File: config.mk
export PLATFORM = sky130hd
export DESIGN_NAME = mbx_bridge
export DESIGN_NICKNAME = d
export VERILOG_FILES = /design/src/rtl/mbx_pkg.sv /design/src/rtl/mbx_regs.sv /design/src/rtl/mbx_arb.sv /design/src/rtl/mbx_buscycle.sv /design/src/rtl/mbx_bridge.sv
export SDC_FILE = /design/constraint.sdc
export NUM_CORES = 1
export LEC_CHECK = 0
export CORE_ASPECT_RATIO = 0.8
export CORE_MARGIN = 8
export CORE_UTILIZATION = 68
export DETAILED_ROUTE_END_ITERATION = 16
export DONT_BUFFER_PORTS = 1
export GPL_TIMING_DRIVEN = 0
export HOLD_SLACK_MARGIN = 0.03
export PLACE_DENSITY = 0.82
export SYNTH_ARGS = -nofsm -noshare
export SYNTH_HDL_FRONTEND = slang
export SYNTH_HIERARCHICAL = 1
export SYNTH_SLANG_ARGS = --single-unit
File: constraint.sdc
create_clock -name clk -period 3.9 [get_ports clk]
set_clock_uncertainty 0.15 [all_clocks]
set_input_delay 0.975 -clock clk [delete_from_list [all_inputs] [get_ports clk]]
set_output_delay 0.975 -clock clk [all_outputs]
set_load 0.02 [all_outputs]
File: src/rtl/mbx_pkg.sv
package mbx_pkg;
  localparam int DEV_W  = 3;
  localparam int RIX_W  = 3;
  localparam int BYTE_W = 8;
  localparam int WORD_W = 32;
  localparam int N_DEV  = 1 << DEV_W;

  // mailbox word field positions
  localparam int F_DATA_LO = 0;
  localparam int F_RIX_LO  = 16;
  localparam int F_DEV_LO  = 20;
  localparam int F_DIR     = 24;
  localparam int F_BUSY    = 25;

  typedef enum logic [1:0] {
    BS_IDLE   = 2'd0,
    BS_SETUP  = 2'd1,
    BS_STROBE = 2'd2,
    BS_HOLD   = 2'd3
  } bus_st_t;

  typedef struct packed {
    logic              wr;
    logic [DEV_W-1:0]  dev;
    logic [RIX_W-1:0]  rix;
    logic [BYTE_W-1:0] data;
  } bus_op_t;
endpackage

File: src/rtl/mbx_regs.sv
module mbx_regs
  import mbx_pkg::*;
(
  input  logic              clk,
  input  logic              rst,
  input  logic              host_wr,
  input  logic [WORD_W-1:0] host_wdata,
  output logic [WORD_W-1:0] host_rdata,
  input  logic              done_mbx,
  input  logic              done_rd,
  input  logic [BYTE_W-1:0] rd_byte,
  output logic              busy,
  output bus_op_t           op
);
  localparam logic [WORD_W-1:0] USED_MASK =
      (WORD_W'((1 << BYTE_W) - 1) << F_DATA_LO) |
      (WORD_W'((1 << RIX_W) - 1) << F_RIX_LO) |
      (WORD_W'((1 << DEV_W) - 1) << F_DEV_LO) |
      (WORD_W'(1) << F_DIR);

  logic unused_wbits;
  assign unused_wbits = ^(host_wdata & ~USED_MASK);

  always_ff @(posedge clk) begin
    if (rst) begin
      busy <= 1'b0;
      op   <= '0;
    end else if (done_mbx) begin
      busy <= 1'b0;
      if (done_rd) op.data <= rd_byte;
    end else if (host_wr && !busy) begin
      op.data <= host_wdata[F_DATA_LO +: BYTE_W];
      op.rix  <= host_wdata[F_RIX_LO +: RIX_W];
      op.dev  <= host_wdata[F_DEV_LO +: DEV_W];
      op.wr   <= host_wdata[F_DIR];
      busy    <= 1'b1;
    end
  end

  always_comb begin
    host_rdata                      = '0;
    host_rdata[F_DATA_LO +: BYTE_W] = op.data;
    host_rdata[F_RIX_LO +: RIX_W]   = op.rix;
    host_rdata[F_DEV_LO +: DEV_W]   = op.dev;
    host_rdata[F_DIR]               = op.wr;
    host_rdata[F_BUSY]              = busy;
  end

  // a write during busy leaves the request untouched
  assert_busy_ignores_R3: assert property (@(posedge clk) disable iff (rst)
    (busy && host_wr && !done_mbx) |=> ($stable(op) && busy));

  // busy is held until the transfer reports completion
  assert_busy_held_R4: assert property (@(posedge clk) disable iff (rst)
    (busy && !done_mbx) |=> busy);

  assert_done_needs_busy_R4: assert property (@(posedge clk) disable iff (rst)
    done_mbx |-> busy);
endmodule

File: src/rtl/mbx_arb.sv
module mbx_arb (
  input  logic clk,
  input  logic rst,
  input  logic bus_idle,
  input  logic mbx_req,
  input  logic cw_req,
  output logic gnt_mbx,
  output logic gnt_cw
);
  always_comb begin
    gnt_mbx = bus_idle && mbx_req;
    gnt_cw  = bus_idle && cw_req && !mbx_req;
  end

  // at most one grant, and a tie goes to the mailbox
  assert_single_grant_R10: assert property (@(posedge clk) disable iff (rst)
    !(gnt_mbx && gnt_cw));

  assert_tie_to_mailbox_R10: assert property (@(posedge clk) disable iff (rst)
    (bus_idle && mbx_req && cw_req) |-> !gnt_cw);

  // nothing is granted while a transfer runs
  assert_no_grant_busy_R9: assert property (@(posedge clk) disable iff (rst)
    !bus_idle |-> !(gnt_mbx || gnt_cw));
endmodule

File: src/rtl/mbx_buscycle.sv
module mbx_buscycle
  import mbx_pkg::*;
#(
  parameter int SETUP_CLKS = 2,
  parameter int STROBE_MIN = 4,
  parameter int HOLD_CLKS  = 1
) (
  input  logic              clk,
  input  logic              rst,
  input  logic              start,
  input  bus_op_t           start_op,
  input  logic              start_mbx,
  output logic              bus_idle,
  output logic              done_mbx,
  output logic              done_rd,
  output logic              done_cw,
  output logic [BYTE_W-1:0] rd_byte,
  output logic [N_DEV-1:0]  lb_cs,
  output logic [RIX_W-1:0]  lb_addr,
  output logic              lb_wr,
  output logic              lb_rd,
  input  logic              lb_wait,
  input  logic [BYTE_W-1:0] lb_din,
  output logic [BYTE_W-1:0] lb_dout,
  output logic              lb_doe
);
  localparam int MAXC  = (SETUP_CLKS > STROBE_MIN) ?
                         ((SETUP_CLKS > HOLD_CLKS) ? SETUP_CLKS : HOLD_CLKS) :
                         ((STROBE_MIN > HOLD_CLKS) ? STROBE_MIN : HOLD_CLKS);
  localparam int CNT_W = $clog2(MAXC + 1);
  localparam logic [CNT_W-1:0] SET_LAST = CNT_W'(SETUP_CLKS - 1);
  localparam logic [CNT_W-1:0] STR_LAST = CNT_W'(STROBE_MIN - 1);
  localparam logic [CNT_W-1:0] HLD_LAST = CNT_W'(HOLD_CLKS - 1);

  bus_st_t          state;
  logic [CNT_W-1:0] cnt;
  bus_op_t          cur_op;
  logic             cur_mbx;
  logic             active;
  logic             done;

  always_ff @(posedge clk) begin
    if (rst) begin
      state   <= BS_IDLE;
      cnt     <= '0;
      cur_op  <= '0;
      cur_mbx <= 1'b0;
      rd_byte <= '0;
    end else begin
      case (state)
        BS_IDLE: begin
          if (start) begin
            cur_op  <= start_op;
            cur_mbx <= start_mbx;
            cnt     <= '0;
            state   <= BS_SETUP;
          end
        end
        BS_SETUP: begin
          if (cnt == SET_LAST) begin
            cnt   <= '0;
            state <= BS_STROBE;
          end else begin
            cnt <= cnt + 1'b1;
          end
        end
        BS_STROBE: begin
          if (cnt >= STR_LAST && !lb_wait) begin
            rd_byte <= lb_din;
            cnt     <= '0;
            state   <= BS_HOLD;
          end else if (cnt < STR_LAST) begin
            cnt <= cnt + 1'b1;
          end
        end
        default: begin
          if (cnt == HLD_LAST) begin
            cnt   <= '0;
            state <= BS_IDLE;
          end else begin
            cnt <= cnt + 1'b1;
          end
        end
      endcase
    end
  end

  assign active   = (state != BS_IDLE);
  assign bus_idle = !active;
  assign done     = (state == BS_HOLD) && (cnt == HLD_LAST);
  assign done_mbx = done && cur_mbx;
  assign done_rd  = done && cur_mbx && !cur_op.wr;
  assign done_cw  = done && !cur_mbx;

  for (genvar g = 0; g < N_DEV; g++) begin : g_cs
    assign lb_cs[g] = active && (cur_op.dev == DEV_W'(g));
  end

  assign lb_addr = active ? cur_op.rix : '0;
  assign lb_wr   = (state == BS_STROBE) && cur_op.wr;
  assign lb_rd   = (state == BS_STROBE) && !cur_op.wr;
  assign lb_doe  = active && cur_op.wr;
  assign lb_dout = lb_doe ? cur_op.data : '0;

  // one peripheral at a time
  assert_cs_onehot_R8: assert property (@(posedge clk) disable iff (rst)
    $onehot0(lb_cs));

  // strobes exclusive, bus not driven during a read
  assert_strobe_excl_R6: assert property (@(posedge clk) disable iff (rst)
    !(lb_wr && lb_rd));

  assert_no_drive_on_read_R6: assert property (@(posedge clk) disable iff (rst)
    lb_rd |-> !lb_doe);

  // minimum strobe and wait stretching
  assert_strobe_min_R5: assert property (@(posedge clk) disable iff (rst)
    ((lb_wr || lb_rd) && cnt < STR_LAST) |=> (lb_wr || lb_rd));

  assert_wait_stretch_R5: assert property (@(posedge clk) disable iff (rst)
    ((lb_wr || lb_rd) && lb_wait) |=> (lb_wr || lb_rd));

  assert_cs_through_hold_R5: assert property (@(posedge clk) disable iff (rst)
    $fell(lb_wr || lb_rd) |-> (lb_cs != '0));
endmodule

File: src/rtl/mbx_bridge.sv
module mbx_bridge
  import mbx_pkg::*;
#(
  parameter int SETUP_CLKS = 2,
  parameter int STROBE_MIN = 4,
  parameter int HOLD_CLKS  = 1
) (
  input  logic              clk,
  input  logic              rst,
  input  logic              host_wr,
  input  logic [WORD_W-1:0] host_wdata,
  output logic [WORD_W-1:0] host_rdata,
  input  logic              cw_req,
  input  logic [DEV_W-1:0]  cw_dev,
  input  logic [RIX_W-1:0]  cw_reg,
  input  logic [BYTE_W-1:0] cw_data,
  output logic              cw_ack,
  output logic [N_DEV-1:0]  lb_cs,
  output logic [RIX_W-1:0]  lb_addr,
  output logic              lb_wr,
  output logic              lb_rd,
  input  logic              lb_wait,
  input  logic [BYTE_W-1:0] lb_din,
  output logic [BYTE_W-1:0] lb_dout,
  output logic              lb_doe
);
  logic              busy;
  bus_op_t           mbx_op;
  bus_op_t           cw_op;
  bus_op_t           sel_op;
  logic              bus_idle;
  logic              gnt_mbx;
  logic              gnt_cw;
  logic              done_mbx;
  logic              done_rd;
  logic              done_cw;
  logic [BYTE_W-1:0] rd_byte;

  mbx_regs u_regs (
    .clk        (clk),
    .rst        (rst),
    .host_wr    (host_wr),
    .host_wdata (host_wdata),
    .host_rdata (host_rdata),
    .done_mbx   (done_mbx),
    .done_rd    (done_rd),
    .rd_byte    (rd_byte),
    .busy       (busy),
    .op         (mbx_op)
  );

  mbx_arb u_arb (
    .clk      (clk),
    .rst      (rst),
    .bus_idle (bus_idle),
    .mbx_req  (busy),
    .cw_req   (cw_req),
    .gnt_mbx  (gnt_mbx),
    .gnt_cw   (gnt_cw)
  );

  always_comb begin
    cw_op.wr   = 1'b1;
    cw_op.dev  = cw_dev;
    cw_op.rix  = cw_reg;
    cw_op.data = cw_data;
    sel_op     = gnt_mbx ? mbx_op : cw_op;
  end

  mbx_buscycle #(
    .SETUP_CLKS (SETUP_CLKS),
    .STROBE_MIN (STROBE_MIN),
    .HOLD_CLKS  (HOLD_CLKS)
  ) u_bus (
    .clk       (clk),
    .rst       (rst),
    .start     (gnt_mbx || gnt_cw),
    .start_op  (sel_op),
    .start_mbx (gnt_mbx),
    .bus_idle  (bus_idle),
    .done_mbx  (done_mbx),
    .done_rd   (done_rd),
    .done_cw   (done_cw),
    .rd_byte   (rd_byte),
    .lb_cs     (lb_cs),
    .lb_addr   (lb_addr),
    .lb_wr     (lb_wr),
    .lb_rd     (lb_rd),
    .lb_wait   (lb_wait),
    .lb_din    (lb_din),
    .lb_dout   (lb_dout),
    .lb_doe    (lb_doe)
  );

  assign cw_ack = done_cw;

  // the acknowledge never fires for a mailbox transfer
  assert_ack_not_mbx_R11: assert property (@(posedge clk) disable iff (rst)
    cw_ack |-> !done_mbx);

  // a waiting mailbox request is served before the next code write
  assert_mbx_before_cw_R9: assert property (@(posedge clk) disable iff (rst)
    (bus_idle && busy) |=> (!bus_idle && lb_doe == mbx_op.wr));
endmodule

==> qor.txt <==
Status -> completed
CTS tree -> done
Max frequency -> 306.9 MHz
Post-Syn Instances -> 307
CTS clk-pin slew, worst paths -> 80 ps
Max Buffers Root-to-Sink -> 2
RSZ-0062 raised after global routing -> no
Distinct cell type count after synthesis -> 39
Final HPWL DP -> 4.811 mm
Gpl congestion -> 0.8414
Diodes inserted -> 0
Clock insertion delay at the later pin of the skew report -> 290 ps
Synth Warn # -> 6
Crit end category -> primary output
Cells on Worst Hold Path -> 2
WP data arrival -> 2130 ps
Total number of vias -> 2002
Worst EP required -> 2770 ps
Synth area leaders -> dfxtp_1, buf_4, mux2i_1, mux2_4, a21oi_1
Post-route DRC violation count -> 0
Hold_buf cts -> 0
Routed WL per cell -> 15.80 um
DR vias/cell -> 5.200
EDFF count, synth -> 0
DIE AREA -> 6265 um^2
CTS root buf -> clkbuf_8
Final Setup Violations -> 0
Layout cells sized above 1 -> 23.64%
Min-delay src -> u_bus/cur_op[10]
Met1 Use GR -> 21.75%
Max-slew violation count -> 0
Mapped Area -> 2705 um^2
Core Footprint -> 3804 um^2
# H-tree levels -> 2
Commonest cells in the netlist -> dfxtp_1, nand2_1, buf_4, a21oi_1, mux2i_1
IR Drop Worst-Case VDD -> 0.3293 mV
Syn Area/Cell -> 8.811 um^2
Synth area leader -> dfxtp_1
Area delta synth->final -> 8.927%
DIE HEIGHT -> 72.42 um
CTS Sinks -> 45
Initial antenna violation count -> 0
Core Rows -> 20
Die X -> 86.52 um
PortBufs -> 0
Grt met3 use -> 9.368%
R2r setup slk -> 1320 ps
Switch share -> 37.13%
GRT busiest layer -> met2
Max FO, Critical Path -> 10
1st-iter DRT viols -> 136
Min cycle time layout -> 3258 ps
Drt pass-1 iters -> 4
Inserted Clock Buffers -> 5
Endpoints failing hold -> 0
P_leak -> 1.235 nW
Max-slew headroom -> 37.85%
Comb pwr share -> 39.7%
Fill count -> 291
Vias in the first global route -> 1913
Worst hold path type -> register to register
Register area -> 900.9 um^2
Post-CTS Setup Bufs -> 0
Post-synth top area share -> 33.30%
Fin Setup TNS -> 0 ps
Reg2Reg Launch Point -> u_bus/state[0]
FF-to-FF End -> u_bus/cnt[1]
Slew @ Worst Pin -> 923.7 ps
Max-cap violations -> 0
Grt total ovfl -> 0
Power share of the sequential group -> 38.0%
Post-synthesis register bit count -> 45
WS Path Type -> register to primary output
Count leader, synth -> dfxtp_1
Post-cts resize count -> 0
Clock share of power -> 22.4%
Pwr/cell area -> 545.7 nW/um^2
Period utilisation layout -> 83.54%
Antenna Violating Nets Remaining -> 0
Final net count -> 397
GRT Total Usage -> 18.99%
Multi-input logic area -> 1483 um^2
Sequential element share of the synthesized area -> 33.30%
Met2 Use GR -> 30.71%
Total internal power -> 0.001011 W
Pin count of the biggest net entering global routing -> 14
Final core utilization -> 77.47%
WHS Endpoint -> u_bus/cur_op[10]
Global-route wire length before repair -> 9.390 mm
Startpoint types -> register
Initial Utilization -> 71.12%
P_sw -> 0.0005970 W
Io pins -> 114
Final WL -> 6.084 mm
Async SR Flop Fraction -> 0%
Worst R2R Path Depth -> 10
Synth Flop Type -> dfxtp_1
==> worst max-delay path by stage <==
stage	cells after the start	slack, ps	start	end
3_3_place_gp	6	1040	u_bus/state[0]	lb_dout[7]
3_5_place_dp	6	970	u_bus/state[0]	lb_dout[7]
2_1_floorplan	6	1210	u_bus/state[0]	lb_dout[0]
6_report	6	640	u_bus/state[0]	lb_dout[7]
5_1_grt	6	490	u_bus/state[0]	lb_dout[2]
4_1_cts	6	640	u_bus/state[0]	lb_dout[3]
==> cell type report <==
| class | instances | area share [%] |
|---|---|---|
| clock buffer | 7 | 2.930 |
| multi-input combinational | 222 | 50.32 |
| clock inverter | 1 | 1.019 |
| tap | 55 | 2.335 |
| sequential | 45 | 30.57 |
| inverter | 5 | 0.6369 |
| buffer | 50 | 12.19 |
==> sequential cells by signal, summed over array words and instances (netlist names) <==
register	cells
u_regs/host_rdata	15
u_bus/state	2
u_bus/cur_op	15
u_bus/cnt	3
u_bus/rd_byte	8
u_regs/busy	1
u_bus/cur_mbx	1
==> metal layers <==
metal	share of wire, %	up-vias
met5	0	-
met4	0.64	0
met3	12	4
met2	47	87
met1	41	882
li1	-	1029
==> through the flow <==
stage          cell area, um^2  cells  worst slack (ps)  power, W  hold slack, ps
3_5_place_dp              2830    377             970.6  0.001245           294.5
2_1_floorplan             2761    322              1215  0.001130           281.7
6_report                  2947    385             642.1  0.001608           303.4
4_1_cts                   2947    385             639.4  0.001605           304.7
3_3_place_gp              2830    377              1036  0.001230           287.9
5_1_grt                   2947    385             489.6  0.001701           318.8
==> power groups by stage <==
stage | clock (W) | combinational [W] | sequential [W]
2_1_floorplan | 0 | 0.000531 | 0.000599
3_5_place_dp | 0 | 0.000625 | 0.000620
6_report | 0.000360 | 0.000638 | 0.000610
3_3_place_gp | 0 | 0.000614 | 0.000616
5_1_grt | 0.000384 | 0.000695 | 0.000622
4_1_cts | 0.000364 | 0.000632 | 0.000609
==> critical path: stages (launching register included) <==
cell and delay (ps):
dfxtp_1 400, inv_1 110, ha_1 270, buf_2 210, nor2b_1 130, clkbuf_1 390
and2_1 330
==> kinds of logic (layout without fill, tap and decap cells) <==
logic type / after synthesis / in the layout / share of synthesized area, %
other: 1 / 16 / 0.1386
muxes: 39 / 39 / 16.98
DFF: 45 / 45 / 33.30
adders and majority gates: 9 / 9 / 4.163
and+or+nand+nor: 102 / 102 / 18.27
buffers and inverters: 55 / 63 / 13.97
AOI/OAI and AO/OA: 56 / 56 / 13.18
==> layout by cell type, fill, tap and decap left out, types with 2 or more instances in the layout <==
master	Yosys	final
dfxtp_1	45	45
nand2_1	42	42
buf_4	33	33
a21oi_1	32	32
mux2i_1	17	17
conb_1	1	16
nor2_1	15	15
mux2_4	11	11
mux2_2	11	11
and2_1	11	11
nand2b_1	10	10
clkbuf_1	8	9
ha_1	9	9
nor2b_1	8	8
o21a_1	8	8
o21ai_0	7	7
clkbuf_8	0	6
nor3_1	6	6
inv_1	5	5
buf_2	4	4
buf_6	2	2
or2_1	2	2
and3_1	2	2
nor3b_1	2	2
No activity file was read; power rests on OpenSTA's default activity.
